<file path="src/rtl/fcmp_pkg.sv">
package fcmp_pkg;
  typedef enum logic [2:0] {
    OP_UNORD = 3'd0,
    OP_LT    = 3'd1,
    OP_EQ    = 3'd2,
    OP_LE    = 3'd3,
    OP_GT    = 3'd4,
    OP_NE    = 3'd5,
    OP_GE    = 3'd6,
    OP_RSVD  = 3'd7
  } fcmp_op_e;
endpackage

</file>
<file path="src/rtl/fcmp_classify.sv">
module fcmp_classify #(
  parameter int EXP_W  = 8,
  parameter int FRAC_W = 23,
  localparam int W     = 1 + EXP_W + FRAC_W
) (
  input  logic [W-1:0] val,
  output logic         sign,
  output logic         is_nan,
  output logic         is_snan,
  output logic         is_zero,
  output logic [W-2:0] mag
);
  logic [EXP_W-1:0]  expo;
  logic [FRAC_W-1:0] frac;

  always_comb begin
    sign    = val[W-1];
    expo    = val[W-2 -: EXP_W];
    frac    = val[FRAC_W-1:0];
    mag     = val[W-2:0];
    is_nan  = (&expo) && (|frac);
    // top fraction bit clear marks a signalling NaN
    is_snan = is_nan && !frac[FRAC_W-1];
    is_zero = (mag == '0);
  end
endmodule

</file>
<file path="src/rtl/fcmp_order.sv">
module fcmp_order #(
  parameter int MAG_W = 31
) (
  input  logic             x_sign,
  input  logic [MAG_W-1:0] x_mag,
  input  logic             x_zero,
  input  logic             y_sign,
  input  logic [MAG_W-1:0] y_mag,
  input  logic             y_zero,
  input  logic             unord,
  output logic             x_below_y
);
  logic both_zero;
  logic raw;

  always_comb begin
    both_zero = x_zero && y_zero;
    if (x_sign != y_sign)
      raw = x_sign;
    else if (x_sign)
      raw = (x_mag > y_mag);
    else
      raw = (x_mag < y_mag);
    x_below_y = !unord && !both_zero && raw;
  end
endmodule

</file>
<file path="src/rtl/fcmp_decide.sv">
module fcmp_decide
  import fcmp_pkg::*;
(
  input  logic [2:0] op,
  input  logic       unord,
  input  logic       sig_nan,
  input  logic       a_below_b,
  input  logic       b_below_a,
  input  logic       equal,
  output logic       verdict,
  output logic       invalid
);
  fcmp_op_e op_e;

  always_comb begin
    op_e    = fcmp_op_e'(op);
    verdict = 1'b0;
    invalid = 1'b0;
    unique case (op_e)
      OP_UNORD: begin verdict = unord;                  invalid = sig_nan; end
      OP_LT:    begin verdict = b_below_a;              invalid = unord;   end
      OP_EQ:    begin verdict = equal;                  invalid = sig_nan; end
      OP_LE:    begin verdict = a_below_b || equal;     invalid = unord;   end
      OP_GT:    begin verdict = a_below_b;              invalid = unord;   end
      OP_NE:    begin verdict = !equal;                 invalid = sig_nan; end
      OP_GE:    begin verdict = !a_below_b;             invalid = unord;   end
      default:  begin verdict = 1'b0;                   invalid = 1'b0;    end
    endcase
  end
endmodule

</file>
<file path="src/rtl/fcmp_unit.sv">
module fcmp_unit #(
  parameter int EXP_W  = 8,
  parameter int FRAC_W = 23,
  localparam int W     = 1 + EXP_W + FRAC_W
) (
  input  logic         clk,
  input  logic         rst_n,
  input  logic         cmp_valid,
  output logic         cmp_ready,
  input  logic [2:0]   cmp_op,
  input  logic [W-1:0] cmp_a,
  input  logic [W-1:0] cmp_b,
  output logic         res_valid,
  input  logic         res_ready,
  output logic [W-1:0] res_word,
  output logic         res_invalid
);
  localparam int MAG_W = W - 1;

  logic [W-1:0]     opnd [2];
  logic [1:0]       sgn, nan, snan, zro;
  logic [MAG_W-1:0] mag  [2];

  assign opnd[0] = cmp_a;
  assign opnd[1] = cmp_b;

  for (genvar i = 0; i < 2; i++) begin : g_cls
    fcmp_classify #(.EXP_W(EXP_W), .FRAC_W(FRAC_W)) cls_i (
      .val     (opnd[i]),
      .sign    (sgn[i]),
      .is_nan  (nan[i]),
      .is_snan (snan[i]),
      .is_zero (zro[i]),
      .mag     (mag[i])
    );
  end

  logic unord, sig_nan, equal, a_below_b, b_below_a;

  always_comb begin
    unord   = |nan;
    sig_nan = |snan;
    equal   = !unord && ((zro[0] && zro[1]) ||
                         (sgn[0] == sgn[1] && mag[0] == mag[1]));
  end

  fcmp_order #(.MAG_W(MAG_W)) ord_ab_i (
    .x_sign(sgn[0]), .x_mag(mag[0]), .x_zero(zro[0]),
    .y_sign(sgn[1]), .y_mag(mag[1]), .y_zero(zro[1]),
    .unord(unord),   .x_below_y(a_below_b)
  );

  fcmp_order #(.MAG_W(MAG_W)) ord_ba_i (
    .x_sign(sgn[1]), .x_mag(mag[1]), .x_zero(zro[1]),
    .y_sign(sgn[0]), .y_mag(mag[0]), .y_zero(zro[0]),
    .unord(unord),   .x_below_y(b_below_a)
  );

  logic verdict, invalid;

  fcmp_decide dec_i (
    .op(cmp_op), .unord(unord), .sig_nan(sig_nan),
    .a_below_b(a_below_b), .b_below_a(b_below_a), .equal(equal),
    .verdict(verdict), .invalid(invalid)
  );

  logic take;
  assign cmp_ready = !res_valid || res_ready;
  assign take      = cmp_valid && cmp_ready;

  always_ff @(posedge clk or negedge rst_n) begin
    if (!rst_n) begin
      res_valid   <= 1'b0;
      res_word    <= '0;
      res_invalid <= 1'b0;
    end else if (cmp_ready) begin
      res_valid <= cmp_valid;
      if (take) begin
        res_word    <= {{(W-1){1'b0}}, verdict};
        res_invalid <= invalid;
      end
    end
  end
endmodule

</file>
<file path="config.mk">
export PLATFORM = sky130hd
export DESIGN_NAME = fcmp_unit
export DESIGN_NICKNAME = d
export VERILOG_FILES = /design/src/rtl/fcmp_pkg.sv /design/src/rtl/fcmp_classify.sv /design/src/rtl/fcmp_order.sv /design/src/rtl/fcmp_decide.sv /design/src/rtl/fcmp_unit.sv
export SDC_FILE = /design/constraint.sdc
export NUM_CORES = 1
export LEC_CHECK = 0
export BUFFER_PORTS_ARGS = -buffer_cell sky130_fd_sc_hd__buf_4
export CAP_MARGIN = 40
export CORE_MARGIN = 1.5
export CORE_UTILIZATION = 39
export DETAILED_ROUTE_END_ITERATION = 10
export PLACE_DENSITY_LB_ADDON = 0.08
export SLEW_MARGIN = 15
export SYNTH_ARGS = -nofsm -noshare
export SYNTH_HDL_FRONTEND = slang
export SYNTH_SLANG_ARGS = --single-unit
</file>
<file path="constraint.sdc">
create_clock -name clk -period 1.05 [get_ports clk]
set_input_delay 0.105 -clock clk [delete_from_list [all_inputs] [get_ports clk]]
set_output_delay 0.105 -clock clk [all_outputs]
set_load 0.1 [all_outputs]
</file>
; Yosys cells after proc, flatten, opt, wreduce, memory -nomap -nowiden
; Cells that the tools add are included.
[totals]
register_bits = 3
inputBits = 71
elab_cells = 56
[classes]
magnitude_cmp = 4
eq_ne = 10
mux = 6
reduce_logical = 33
[op_table]
columns = operator, n
row1 = greater-than comparator 31 bit, 2
row2 = logical NOT 31 bit, 2
row3 = < comparator 31 bit, 2
row4 = OR reduction 23 bit, 2
row5 = == test 31 bit, 1
row6 = AND reduction 8 bit, 2
row7 = logical AND 1 bit, 11
row8 = == test 3 bit (second input constant), 3
row9 = logical NOT 1 bit, 7
row10 = case mux 1 bit (7 select lines), 1
row11 = == test 3 x 2 -> 1 bit (second input constant), 2
row12 = two-way mux 1 bit, 4
row13 = OR reduction 2 bit, 2
row14 = OR reduction 4 bit, 1
row15 = == test 3 x 1 -> 1 bit (second input constant), 1
row16 = logical NOT 3 bit, 1
row17 = logical OR 1 bit, 3
row18 = OR reduction 3 bit, 1
row19 = != test 1 bit, 2
row20 = case mux 1 bit (2 select lines), 1
row21 = AND reduction 2 bit, 1
row22 = == test 1 bit, 1

; Depth between registers and ports, before layout
; Gate-level depths: netlist of the first run.
[logic_depth]
word_depth = 8
depth_mapped = 10
mapped_depth_nobuf = 10

; Cells and area by module
; Synthesis of the first run repeated with hierarchy kept, for this count alone.
[hier_totals]
cells_unflattened = 434
area_unflattened_um2 = 3225.6
[by_module_without_submodules]
columns = module, instances, cells_each, area_per_inst_um2
row1 = fcmp_order, 2, 119, 849.6
row2 = fcmp_unit, 1, 86, 716.9
row3 = fcmp_classify, 2, 47, 347.8
row4 = fcmp_decide, 1, 16, 113.9

; Worst setup path before layout of the first run
; No wires, ideal clock.
[synth_timing]
path_kind = flip-flop to flip-flop
startpoint = register res_valid
endpoint = register res_word[0]
setup_ps = 136
t_arrival_ps = 2385
slack_ps = -1471
path_stages_with_launch = 5
path_buffers = 0
cell_sequence = dfrtp_1 > nand2b_1 > nand2_1 > a2111oi_2 > a31oi_1
[synth_via]
elab_chain_cells = 4
[synth_lines]
columns = item, line
row1 = start: declaration, fcmp_unit.sv:13  ; output logic res_valid,
row2 = start signal: assignment, fcmp_unit.sv:77  ; res_valid <= cmp_valid;
row3 = logical NOT 1 bit (*), fcmp_unit.sv:68  ; assign cmp_ready = !res_valid || res_ready;
row4 = logical OR 1 bit (*), fcmp_unit.sv:68
row5 = named net cmp_ready, fcmp_unit.sv:9  ; output logic cmp_ready,
row6 = logical AND 1 bit, fcmp_unit.sv:69  ; assign take = cmp_valid && cmp_ready;
row7 = AND reduction 2 bit (no line) (*), --
row8 = end signal: assignment, fcmp_unit.sv:79  ; res_word <= {{(W-1){1'b0}}, verdict};
row9 = end: declaration, fcmp_unit.sv:15  ; output logic [W-1:0] res_word,
; Mark *: on every way through the listed nets, which the timed path passes. The rest lies on a longest branch.
; A chain may end at the register's enable or synchronous reset.

; Worst setup path after layout of the first run
[layout_timing]
startpoint = input port cmp_b[17]
endpoint = register res_word[0]
[layout_via]
elab_chain_cells = 8
elab_cells_between_ends = 26
classes_between = order compare (4) / eq/ne (1) / mux (5) / reduce/logical (16)
[layout_lines]
columns = item, line
row1 = start: declaration, fcmp_unit.sv:12  ; input logic [W-1:0] cmp_b,
row2 = "parallel branches: the longest is 7 deep, another holds < comparator 31 bit", --
row3 = case mux 1 bit (7 select lines) (*), fcmp_decide.sv:19  ; unique case (op_e)
; Mark *: on every way between the ends.

==> flow_summary.ini, run 1 <==
[clock_network]
worst_skew_pair.late_latency_ns = 0.22
cts_sinks = 3
number_of_buffers_inserted_during_clock_tree_synthesis = 3
clk_pin_slew_worst_paths_ns = 0.03
clock_tree.root_cell = sky130_fd_sc_hd__clkbuf_8
max-clock-path-buffers = 2
tritoncts_clock_tree = built
htree_num_levels = 1

[setup_path]
cpPeakStageDelay_ns = 0.35
worst-setup-path-type = in -> reg
start_kind = input port
worst-endpoint-arrival_ns = 2.11
required_ns = 1.14
largest_fanout_of_any_net_on_the_critical_path = 3
worstPathBufferInverterCount = 1
timing.critical_path.slowest_stage_cell = sky130_fd_sc_hd__a2111oi_2
timing.critical_path.cells = buf_4, ha_4, nand4_4, nor4_4, o211ai_1, o221a_1, a21boi_2, a21oi_1, a2111oi_2, a31oi_1
timing.critical_path.max_delay_family = compound AO/OA/AOI/OAI gates
worstSetupEndpointType = register

[grt]
met1_usage_pct = 25.5
grt_util_met2_pct = 42.3
antenna_found_initial = 0
global_route.usage.total_pct = 22.0
grt_overflow = 0
grt_pass1_vias = 1882
grt_first_pass_wirelength_mm = 7.69
grt_max_degree = 11
grtUsageMet3_pct = 2.20
global_route.peak_usage_layer = met2

[power_and_ir_drop]
peakVddDrop_uv = 491
combPwrFrac_pct = 76.1
net-switching-power_mw = 1.09
power.internal_mw = 0.943
switching_share_pct = 53.6
p_leak_nw = 1.36
totalPowerFinal_mw = 2.03
power.density_cell_area_mw_per_mm2 = 734
pwr-share-seq_pct = 6.8
power.clock.fraction_pct = 17.1

[logic_synthesis]
synth_area_leaders = sky130_fd_sc_hd__ha_1, sky130_fd_sc_hd__buf_4, sky130_fd_sc_hd__inv_1
synth.cells.most_frequent = sky130_fd_sc_hd__inv_1, sky130_fd_sc_hd__buf_4, sky130_fd_sc_hd__ha_1
yosys_most_used_dff = sky130_fd_sc_hd__dfrtp_1
yosys_register_bits = 3
post_synthesis_cell_area_mm2 = 0.00158
synthMostInstantiatedCell = sky130_fd_sc_hd__inv_1
yosysTopAreaCell = sky130_fd_sc_hd__ha_1
synth_area_per_cell_um2 = 7.31
synthCells = 216
async_flop_share_pct = 100
synth_edf_count = 0
sequential_cell_area_fraction_in_the_yosys_report_pct = 4.75
synthDominantCellAreaShare_pct = 24.6
synthDistinctLibCells = 42
yosys_warnings = 0

[placed_design]
dp_hpwl_mm = 4.06
portBuffers = 74
dp_cells = 378
pre_cts_ws_ns = -1.26
gp_weighted_congestion = 0.863

[finish]
n_fill_cell = 333
design.final.nets = 439
drive_above_1_share_pct = 49.4
layout-area-overhead-vs-synth_pct = 75.1
register_area_um2 = 78.8
antenna_cells = 0
multiInputGateArea_mm2 = 0.00153
instances_no_fill = 384

[status]
failed_checks = negative setup slack
outcome = finished, violations left

[timing]
rsz0062_at_grt = yes
hold_violations = 0
achievable-frequency_mhz = 495
layout_min_cycle_time_ns = 2.02
post-route-period-util_pct = 192
setup-violations-final = 3
finalClockSkew_ns = 0.00216
timing_max_transition_violations_final = 0
postLayoutSetupSlackWorst_ns = -0.968
final_hold_slack_ns = 0.130

[floorplanning]
floorplan.die.width_um = 66.6
die_height_um = 66.6
initial_utilization_pct = 41.9
die-area_mm2 = 0.00444
design.portCount = 106
placeableCoreArea_mm2 = 0.00377
number_of_standard_cell_rows_in_the_floorplan = 22

[job]
number_of_violations_of_the_max_capacitance_limit = 0

[drt]
drt_iter0_drc = 63
postRouteAntennaNets = 0
detailroute.via_count = 1873
detail_route.drc_violations = 0
route.detailed.wl_per_inst_um = 12.1
totalWireLength_mm = 4.63
drt-pass1-iter-count = 4
vias_per_cell = 4.88

[worst_hold_path]
timing.hold.worst.class = in -> reg
[cell type report]
type,count,area share (%)
Clock buffer,4,1.63
Inverter,32,4.71
Multi-Input combinational cell,178,55.4
Tap cell,48,2.17
Sequential cell,3,2.85
Timing Repair Buffer,119,33.3
[state kept, by name, indices dropped and copies added (netlist names)]
signal,cells
res_invalid,1
res_valid,1
res_word,1
[path summary, 6_finish.rpt]
kind | from | end | slack, ns | depth (start not counted)
setup reg to reg | res_valid$_DFFE_PN0N_ | res_word[0]$_DFFE_PN0P_ | -0.15 | 4
hold reg to reg | res_invalid$_DFFE_PN0P_ | res_invalid$_DFFE_PN0P_ | 0.48 | 2
max in group asynchronous | rst_n | res_valid$_DFFE_PN0N_ | 0.73 | 2
min in group asynchronous | rst_n | res_invalid$_DFFE_PN0P_ | 0.21 | 2
hold / removal | cmp_valid | res_valid$_DFFE_PN0N_ | 0.13 | 2
setup / recovery | cmp_b[17] | res_word[0]$_DFFE_PN0P_ | -0.97 | 10
[placed cells by master, fill, tap and decap left out, types with 3 or more instances in the layout]
cell / Yosys / layout
sky130_fd_sc_hd__a211oi_1: 4 / 3
sky130_fd_sc_hd__nor4_4: 1 / 3
sky130_fd_sc_hd__nand4_1: 12 / 12
sky130_fd_sc_hd__a21oi_1: 15 / 14
sky130_fd_sc_hd__buf_6: 0 / 3
sky130_fd_sc_hd__buf_4: 31 / 114
sky130_fd_sc_hd__clkbuf_8: 0 / 3
sky130_fd_sc_hd__a31oi_1: 3 / 3
sky130_fd_sc_hd__nor2_1: 11 / 11
sky130_fd_sc_hd__inv_1: 32 / 26
sky130_fd_sc_hd__ha_4: 0 / 13
sky130_fd_sc_hd__nor4_2: 0 / 6
sky130_fd_sc_hd__ha_1: 31 / 18
sky130_fd_sc_hd__inv_2: 0 / 4
sky130_fd_sc_hd__nor4_1: 14 / 6
sky130_fd_sc_hd__conb_1: 1 / 31
sky130_fd_sc_hd__o21ai_0: 7 / 6
sky130_fd_sc_hd__nand4_4: 2 / 3
sky130_fd_sc_hd__nand2_1: 12 / 11
sky130_fd_sc_hd__nor3_1: 5 / 5
sky130_fd_sc_hd__a211oi_2: 2 / 3
[worst register-to-register path, stage by stage (launching register included)]
cell                        delay [ns]
sky130_fd_sc_hd__dfrtp_4          0.49
sky130_fd_sc_hd__nand2b_4         0.09
sky130_fd_sc_hd__nand2_4          0.05
sky130_fd_sc_hd__a2111oi_2        0.32
sky130_fd_sc_hd__a31oi_1          0.12
[cell families (layout without fill, tap and decap cells)]
kind of cell / Yosys count / count (layout) / share of synthesized area, %
buf+inv: 65 / 155 / 22.9
xor+xnor: 1 / 1 / 0.555
fa+ha+maj: 31 / 31 / 24.6
mux: 1 / 1 / 0.634
flops: 3 / 3 / 4.75
other cells: 1 / 31 / 0.237
simple gates: 71 / 71 / 28.0
compound gates: 43 / 43 / 18.4
[stage by stage]
stage / instance area (um2) / utilization [%] / setup TNS (ns)
floorplan: 1810 / - / -1.35
global placement: 2510 / 66.5 / -2.00
CTS: 2680 / 71.0 / -1.66
global route: 2770 / 73.3 / -1.88
detailed placement: 2510 / 66.5 / -2.06
finish: 2770 / 73.3 / -1.49
[routing by layer]
layer,wire [um],part of all wire (%)
met3,286,6.2
met4,80,1.7
met2,2270,49
met5,0,0
met1,1990,43
[power by group through the flow]
stage / sequential (mW) / clock, mW / combinational (mW)
3_3_place_gp: 0.138 / 0 / 1.44
4_1_cts: 0.137 / 0.351 / 1.52
6_report: 0.137 / 0.347 / 1.55
2_1_floorplan: 0.223 / 0 / 0.963
3_5_place_dp: 0.138 / 0 / 1.45
5_1_grt: 0.139 / 0.360 / 1.66
[what timing repair did]
| action | 4_1_cts | 5_1_grt |
|---|---|---|
| setup endpoints to repair | 3 | 4 |
| resized for setup | 16 | 14 |
| hold buffers | 1 | 0 |
| setup buffers | 1 | 0 |
| cloned | 0 | 0 |
| pin swaps | 2 | 4 |
| hold endpoints to repair | 3 | 0 |
No activity file was read; power rests on OpenSTA's default activity.
==> run 2: changes to the inputs <==
ABC_AREA = 1   (was unset)
CORE_UTILIZATION = 41   (was 39)
==> run 2 against run 1 <==
Effect of this change: worst hold slack improved by 0.0020 ns; area after synthesis rose by 18%; cell count rose by 33%; the run still ends with negative setup slack left; critical path depth rose by 7; wire length rose by 24%; power rose by 17%; sequential share of layout area fell by 0.54 points; design area rose by 24%; utilization rose by 5.2 points.
==> flow_summary.ini, run 2 <==
[grt]
global_route.usage.total_pct = 21.4
grt_pass1_vias = 2139
antenna_found_initial = 0
grt_overflow = 0
grt_max_degree = 7
grt_first_pass_wirelength_mm = 8.87

[setup_path]
timing.critical_path.slowest_stage_cell = sky130_fd_sc_hd__ha_4
required_ns = 1.15
worstSetupEndpointType = register
timing.critical_path.cells = buf_4, inv_2, ha_4, nand2_1, buf_4, nor2_1, nand2_1, nor2_1, nand3_1, nand2_1, nand3_1, nand2_1, nand2_1, nor2_2, nand3_1, nand2_1, nand2_1
worst-endpoint-arrival_ns = 1.59
start_kind = input port
worst-setup-path-type = in -> reg
cpPeakStageDelay_ns = 0.26
largest_fanout_of_any_net_on_the_critical_path = 2
timing.critical_path.max_delay_family = simple AND/OR/NAND/NOR gates
worstPathBufferInverterCount = 3
worst_path_most_repeated_cell = sky130_fd_sc_hd__nand2_1

[finish]
largest_registers = res_invalid x1, res_valid x1, res_word x1
post-route-util_pct = 78.5
n_fill_cell = 324
layout.cells.most_common_list = sky130_fd_sc_hd__buf_4, sky130_fd_sc_hd__nand2_1, sky130_fd_sc_hd__nor2_1, sky130_fd_sc_hd__inv_1, sky130_fd_sc_hd__conb_1
antenna_cells = 0
instances_no_fill = 509
post-route-cell-area_mm2 = 0.00342
design.final.nets = 560
mostFrequentLayoutCell = sky130_fd_sc_hd__buf_4
layout-area-overhead-vs-synth_pct = 83.2
drive_above_1_share_pct = 49.9

[drt]
totalWireLength_mm = 5.75
drt_iter0_drc = 84
detailroute.via_count = 2349
route.detailed.wl_per_inst_um = 11.3
drt-pass1-iter-count = 4
postRouteAntennaNets = 0
detail_route.drc_violations = 0
vias_per_cell = 4.61

[placed_design]
portBuffers = 74
pre_cts_ws_ns = -0.682
detailed_place.area_mm2 = 0.00288
dp_cells = 499
gp_weighted_congestion = 0.893
dp_hpwl_mm = 4.64

[timing]
post-route-period-util_pct = 142
finalClockSkew_ns = 0.00144
setup-violations-final = 3
hold_violations = 0
setup_total_negative_slack_ns = -0.519
final_hold_slack_ns = 0.132
layout_min_cycle_time_ns = 1.49
postLayoutSetupSlackWorst_ns = -0.437
timing_max_transition_violations_final = 0
rsz0062_at_grt = yes
achievable-frequency_mhz = 673

[clock_network]
htree_num_levels = 1
tritoncts_clock_tree = built
worst_skew_pair.late_latency_ns = 0.21
cts_sinks = 3
clk_pin_slew_worst_paths_ns = 0.03
max-clock-path-buffers = 2
number_of_buffers_inserted_during_clock_tree_synthesis = 3
clock_tree.root_cell = sky130_fd_sc_hd__clkbuf_8

[floorplanning]
die-area_mm2 = 0.00496
floorplan.die.width_um = 70.5
initial_utilization_pct = 42.8
placeableCoreArea_mm2 = 0.00435
number_of_standard_cell_rows_in_the_floorplan = 24
die_height_um = 70.5
design.portCount = 106

[logic_synthesis]
synthCells = 340
synthDominantCellAreaShare_pct = 20.8
post_synthesis_cell_area_mm2 = 0.00187
synthDistinctLibCells = 23
sequential_cell_area_fraction_in_the_yosys_report_pct = 4.02
async_flop_share_pct = 100
synth_edf_count = 0
synth_area_leaders = sky130_fd_sc_hd__ha_1, sky130_fd_sc_hd__nand2_1, sky130_fd_sc_hd__buf_4
yosys_register_bits = 3
synth_area_per_cell_um2 = 5.49
yosys_warnings = 0
yosysTopAreaCell = sky130_fd_sc_hd__ha_1
synth.cells.most_frequent = sky130_fd_sc_hd__nand2_1, sky130_fd_sc_hd__nor2_1, sky130_fd_sc_hd__inv_1
yosys_most_used_dff = sky130_fd_sc_hd__dfrtp_1
synthMostInstantiatedCell = sky130_fd_sc_hd__nand2_1

[worst_hold_path]
timing.hold.worst.class = in -> reg

[power_and_ir_drop]
power.internal_mw = 1.08
pwr-share-seq_pct = 6.4
p_leak_nw = 1.72
power.clock.fraction_pct = 14.0
totalPowerFinal_mw = 2.37
net-switching-power_mw = 1.30
power.density_cell_area_mw_per_mm2 = 694
switching_share_pct = 54.6
peakVddDrop_uv = 1120
combPwrFrac_pct = 79.6

[status]
outcome = finished, violations left
failed_checks = negative setup slack

[job]
number_of_violations_of_the_max_capacitance_limit = 0
-- run 2: cell count changes in the layout (fill, tap and decap cells not counted), sizes merged, moves of 3 or more --
cell and delta:
nand4 -9, nor4 -15, a211oi -6, nand3 +18, inv +28, buf -5, a31oi -3, nor3 -3
nor2 +57, nand2 +86, o21ai -8
-- run 2: tightest hold or removal path: stages --
cell and delay [ns]:
sky130_fd_sc_hd__buf_4 0.09, sky130_fd_sc_hd__nand2_4 0.06, sky130_fd_sc_hd__nand2_1 0.05
-- run 2: worst paths after layout --
kind                       slack, ns                 endpoint                     from  cells after the start
setup reg to reg                0.12  res_invalid$_DFFE_PN0P_    res_valid$_DFFE_PN0N_                      5
min in group asynchronous       0.22  res_invalid$_DFFE_PN0P_                    rst_n                      2
max in group asynchronous       0.73    res_valid$_DFFE_PN0N_                    rst_n                      2
setup / recovery               -0.44  res_word[0]$_DFFE_PN0P_                cmp_a[18]                     17
hold / removal                  0.13    res_valid$_DFFE_PN0N_                cmp_valid                      3
hold reg to reg                 0.51  res_word[0]$_DFFE_PN0P_  res_word[0]$_DFFE_PN0P_                      2
-- run 2: what timing repair did --
action,in CTS,in global routing
endpoints found under the hold margin,3,0
pin swaps,46,43
endpoints found under the setup margin,4,3
setup buffers,4,1
hold buffers,1,0
resized for setup,47,66
-- run 2: area by class of cell --
| class | count | area (um2) | area share (%) |
|---|---|---|---|
| Timing Repair Buffer | 114 | 980 | 28.7 |
| Tap cell | 52 | 65.1 | 1.90 |
| Multi-Input combinational cell | 276 | 1980 | 58.1 |
| Inverter | 60 | 265 | 7.76 |
| Clock buffer | 4 | 45.0 | 1.32 |
| Sequential cell | 3 | 78.8 | 2.31 |
-- run 2: power groups by stage --
stage | logic (mW) | clock network [mW] | registers (mW)
finish | 1.89 | 0.332 | 0.151
global placement | 1.60 | 0 | 0.151
floorplan | 1.08 | 0 | 0.271
CTS | 1.77 | 0.339 | 0.151
global route | 2.02 | 0.354 | 0.153
detailed placement | 1.63 | 0 | 0.151
-- run 2: kinds of logic (layout without fill, tap and decap cells) --
| logic type | Yosys count | in the layout | share of synthesized area [%] |
|---|---|---|---|
| and+or+nand+nor | 196 | 196 | 44.7 |
| DFF | 3 | 3 | 4.02 |
| AOI/OAI and AO/OA | 17 | 17 | 5.30 |
| xor gates and xnor gates | 1 | 1 | 0.470 |
| buffers and inverters | 91 | 178 | 24.5 |
| other | 1 | 31 | 0.201 |
| adders and majority gates | 31 | 31 | 20.8 |
-- run 2: layer usage --
| metal | GRT usage (%) | wire (um) | vias up |
|---|---|---|---|
| met5 | 0 | 0 | - |
| met4 | 0.641 | 26 | 0 |
| met3 | 1.88 | 267 | 4 |
| met2 | 39.9 | 2910 | 73 |
| met1 | 27.8 | 2540 | 1045 |
| li1 | - | - | 1227 |
==> run 3: changes to the inputs <==
CORE_UTILIZATION = 28   (was 41)
==> run 3 against run 2 <==
Effect of this change: the run still ends with negative setup slack left; sequential share of layout area is essentially flat; setup slack improved by 0.053 ns; power shrank 2.5%; first-iteration DRC count decreased by 43%; worst hold slack worse by 0.0061 ns; design area fell by 1.1%; via count is 3.7% lower; clock-buffer cell count unchanged; combinational power decreased by 3%; non-clock buffer count rose by 9; register-to-register slack about the same; die area grew 44%; highest routed layer is now met3.
==> flow_summary.ini, run 3 (same netlist as run 2, synthesis figures left out) <==
[finish]
post-route-cell-area_mm2 = 0.00338
drive_above_1_share_pct = 46.8
largest_registers = res_invalid x1, res_valid x1, res_word x1
mostFrequentLayoutCell = sky130_fd_sc_hd__buf_4
layout.cells.most_common_list = sky130_fd_sc_hd__buf_4, sky130_fd_sc_hd__nand2_1, sky130_fd_sc_hd__nor2_1, sky130_fd_sc_hd__inv_1, sky130_fd_sc_hd__conb_1
n_fill_cell = 674
layout-area-overhead-vs-synth_pct = 81.2
design.final.nets = 569
post-route-util_pct = 52.9
antenna_cells = 0

[clock_network]
clk_pin_slew_worst_paths_ns = 0.03
tritoncts_clock_tree = built
htree_num_levels = 1
clock_tree.root_cell = sky130_fd_sc_hd__clkbuf_8
worst_skew_pair.late_latency_ns = 0.21
max-clock-path-buffers = 2
number_of_buffers_inserted_during_clock_tree_synthesis = 3
cts_sinks = 3

[grt]
antenna_found_initial = 0
global_route.usage.total_pct = 15.3
grt_max_degree = 7
grt_overflow = 0
grt_pass1_vias = 2183
grt_first_pass_wirelength_mm = 9.23

[timing]
final_hold_slack_ns = 0.125
setup-violations-final = 3
hold_violations = 0
layout_min_cycle_time_ns = 1.43
postLayoutSetupSlackWorst_ns = -0.384
setup_total_negative_slack_ns = -0.454
rsz0062_at_grt = yes
achievable-frequency_mhz = 697
post-route-period-util_pct = 137
timing_max_transition_violations_final = 0
finalClockSkew_ns = 0.00358

[setup_path]
timing.critical_path.max_delay_family = simple AND/OR/NAND/NOR gates
worst_r2r_startpoint = res_valid$_DFFE_PN0N_
cpPeakStageDelay_ns = 0.21
largest_fanout_of_any_net_on_the_critical_path = 4
required_ns = 1.15
worst_path_most_repeated_cell = sky130_fd_sc_hd__nand2_1
worstSetupStartpoint = cmp_a[6]
worstPathBufferInverterCount = 3
r2r-end = res_invalid$_DFFE_PN0P_
r2r.worst_path.cells = 5
worst-r2r-setup-slack_ns = 0.12
critPathCapture = res_word[0]$_DFFE_PN0P_
worst-setup-path-type = in -> reg
timing.critical_path.depth = 17
timing.critical_path.slowest_stage_cell = sky130_fd_sc_hd__ha_4
start_kind = input port
worst-endpoint-arrival_ns = 1.54
worstSetupEndpointType = register
timing.critical_path.cells = buf_4, inv_2, ha_4, nand2_4, inv_1, a21oi_2, nand2_2, nand2_1, nand2_1, nand2_1, nand2_2, a21oi_2, nand2_1, nand2_1, nand3_1, nand2_1, nand2_1

[placed_design]
dp_hpwl_mm = 4.83
gp_weighted_congestion = 0.788
detailed_place.area_mm2 = 0.00297
portBuffers = 74

[job]
number_of_violations_of_the_max_capacitance_limit = 0

[power_and_ir_drop]
p_leak_nw = 1.75
power.density_cell_area_mw_per_mm2 = 684
peakVddDrop_uv = 1090
totalPowerFinal_mw = 2.31

[floorplanning]
design.portCount = 106
placeableCoreArea_mm2 = 0.00639
initial_utilization_pct = 29.2
die_height_um = 84.6
floorplan.die.width_um = 84.6
number_of_standard_cell_rows_in_the_floorplan = 29
die-area_mm2 = 0.00716

[status]
outcome = finished, violations left
failed_checks = negative setup slack

[drt]
route.detailed.wl_per_inst_um = 9.80
detailroute.via_count = 2263
vias_per_cell = 4.17
drt-pass1-iter-count = 4
detail_route.drc_violations = 0
postRouteAntennaNets = 0
drt_iter0_drc = 48
totalWireLength_mm = 5.32

[worst_hold_path]
timing.hold.worst.class = in -> reg
## run 3: report_power, final
group | internal [mW] | switching [mW] | leakage [nW]
combinational | 0.667 | 1.16 | 1.69
sequential | 0.136 | 0.0148 | 0.0355
clock | 0.259 | 0.0722 | 0.0228
total | 1.06 | 1.25 | 1.75
## run 3: tightest hold or removal path, cell delays in order
cell,delay [ns]
sky130_fd_sc_hd__buf_4,0.09
sky130_fd_sc_hd__nand2_4,0.05
sky130_fd_sc_hd__nand2_1,0.05
## run 3: repair_timing
action / 4_1_cts / 5_1_grt
pin swaps: 41 / 30
hold buffers: 1 / 0
endpoints found under the setup margin: 4 / 3
hold endpoints to repair: 3 / 0
buffers inserted: 3 / 5
resized for setup: 48 / 28
## run 3: worst min path at each step
stage	startpoint	to	slack (ns)	cells after the start
CTS	cmp_valid	res_valid$_DFFE_PN0N_	0.12	3
floorplan	rst_n	res_invalid$_DFFE_PN0P_	-0.19	0
detailed placement	rst_n	res_invalid$_DFFE_PN0P_	-0.10	1
global route	cmp_valid	res_valid$_DFFE_PN0N_	0.15	3
finish	cmp_valid	res_valid$_DFFE_PN0N_	0.13	3
global placement	rst_n	res_invalid$_DFFE_PN0P_	-0.10	1
## run 3: cell type report
class / count / area (um2) / share of cell area, %
timing repair buffer: 123 / 1010 / 30.0
multi-input combinational: 276 / 1890 / 56.1
sequential: 3 / 78.8 / 2.33
clock buffer: 4 / 45.0 / 1.33
tap: 77 / 96.3 / 2.85
inverter: 60 / 250 / 7.40
## run 3: per-layer routing
layer	global-route usage, %	wire (um)	vias to the layer above
li1	-	-	1245
met1	21.4	2600	964
met2	26.8	2500	54
met3	1.08	218	0
met4	0.880	0	0
met5	0	0	-
## run 3: stage by stage
stage                     instances  setup WS (ns)
after floorplan                 370         -0.381
after global placement          530         -0.665
after detailed placement        530         -0.667
after CTS                       538         -0.401
after global routing            543         -0.575
final                           543         -0.384
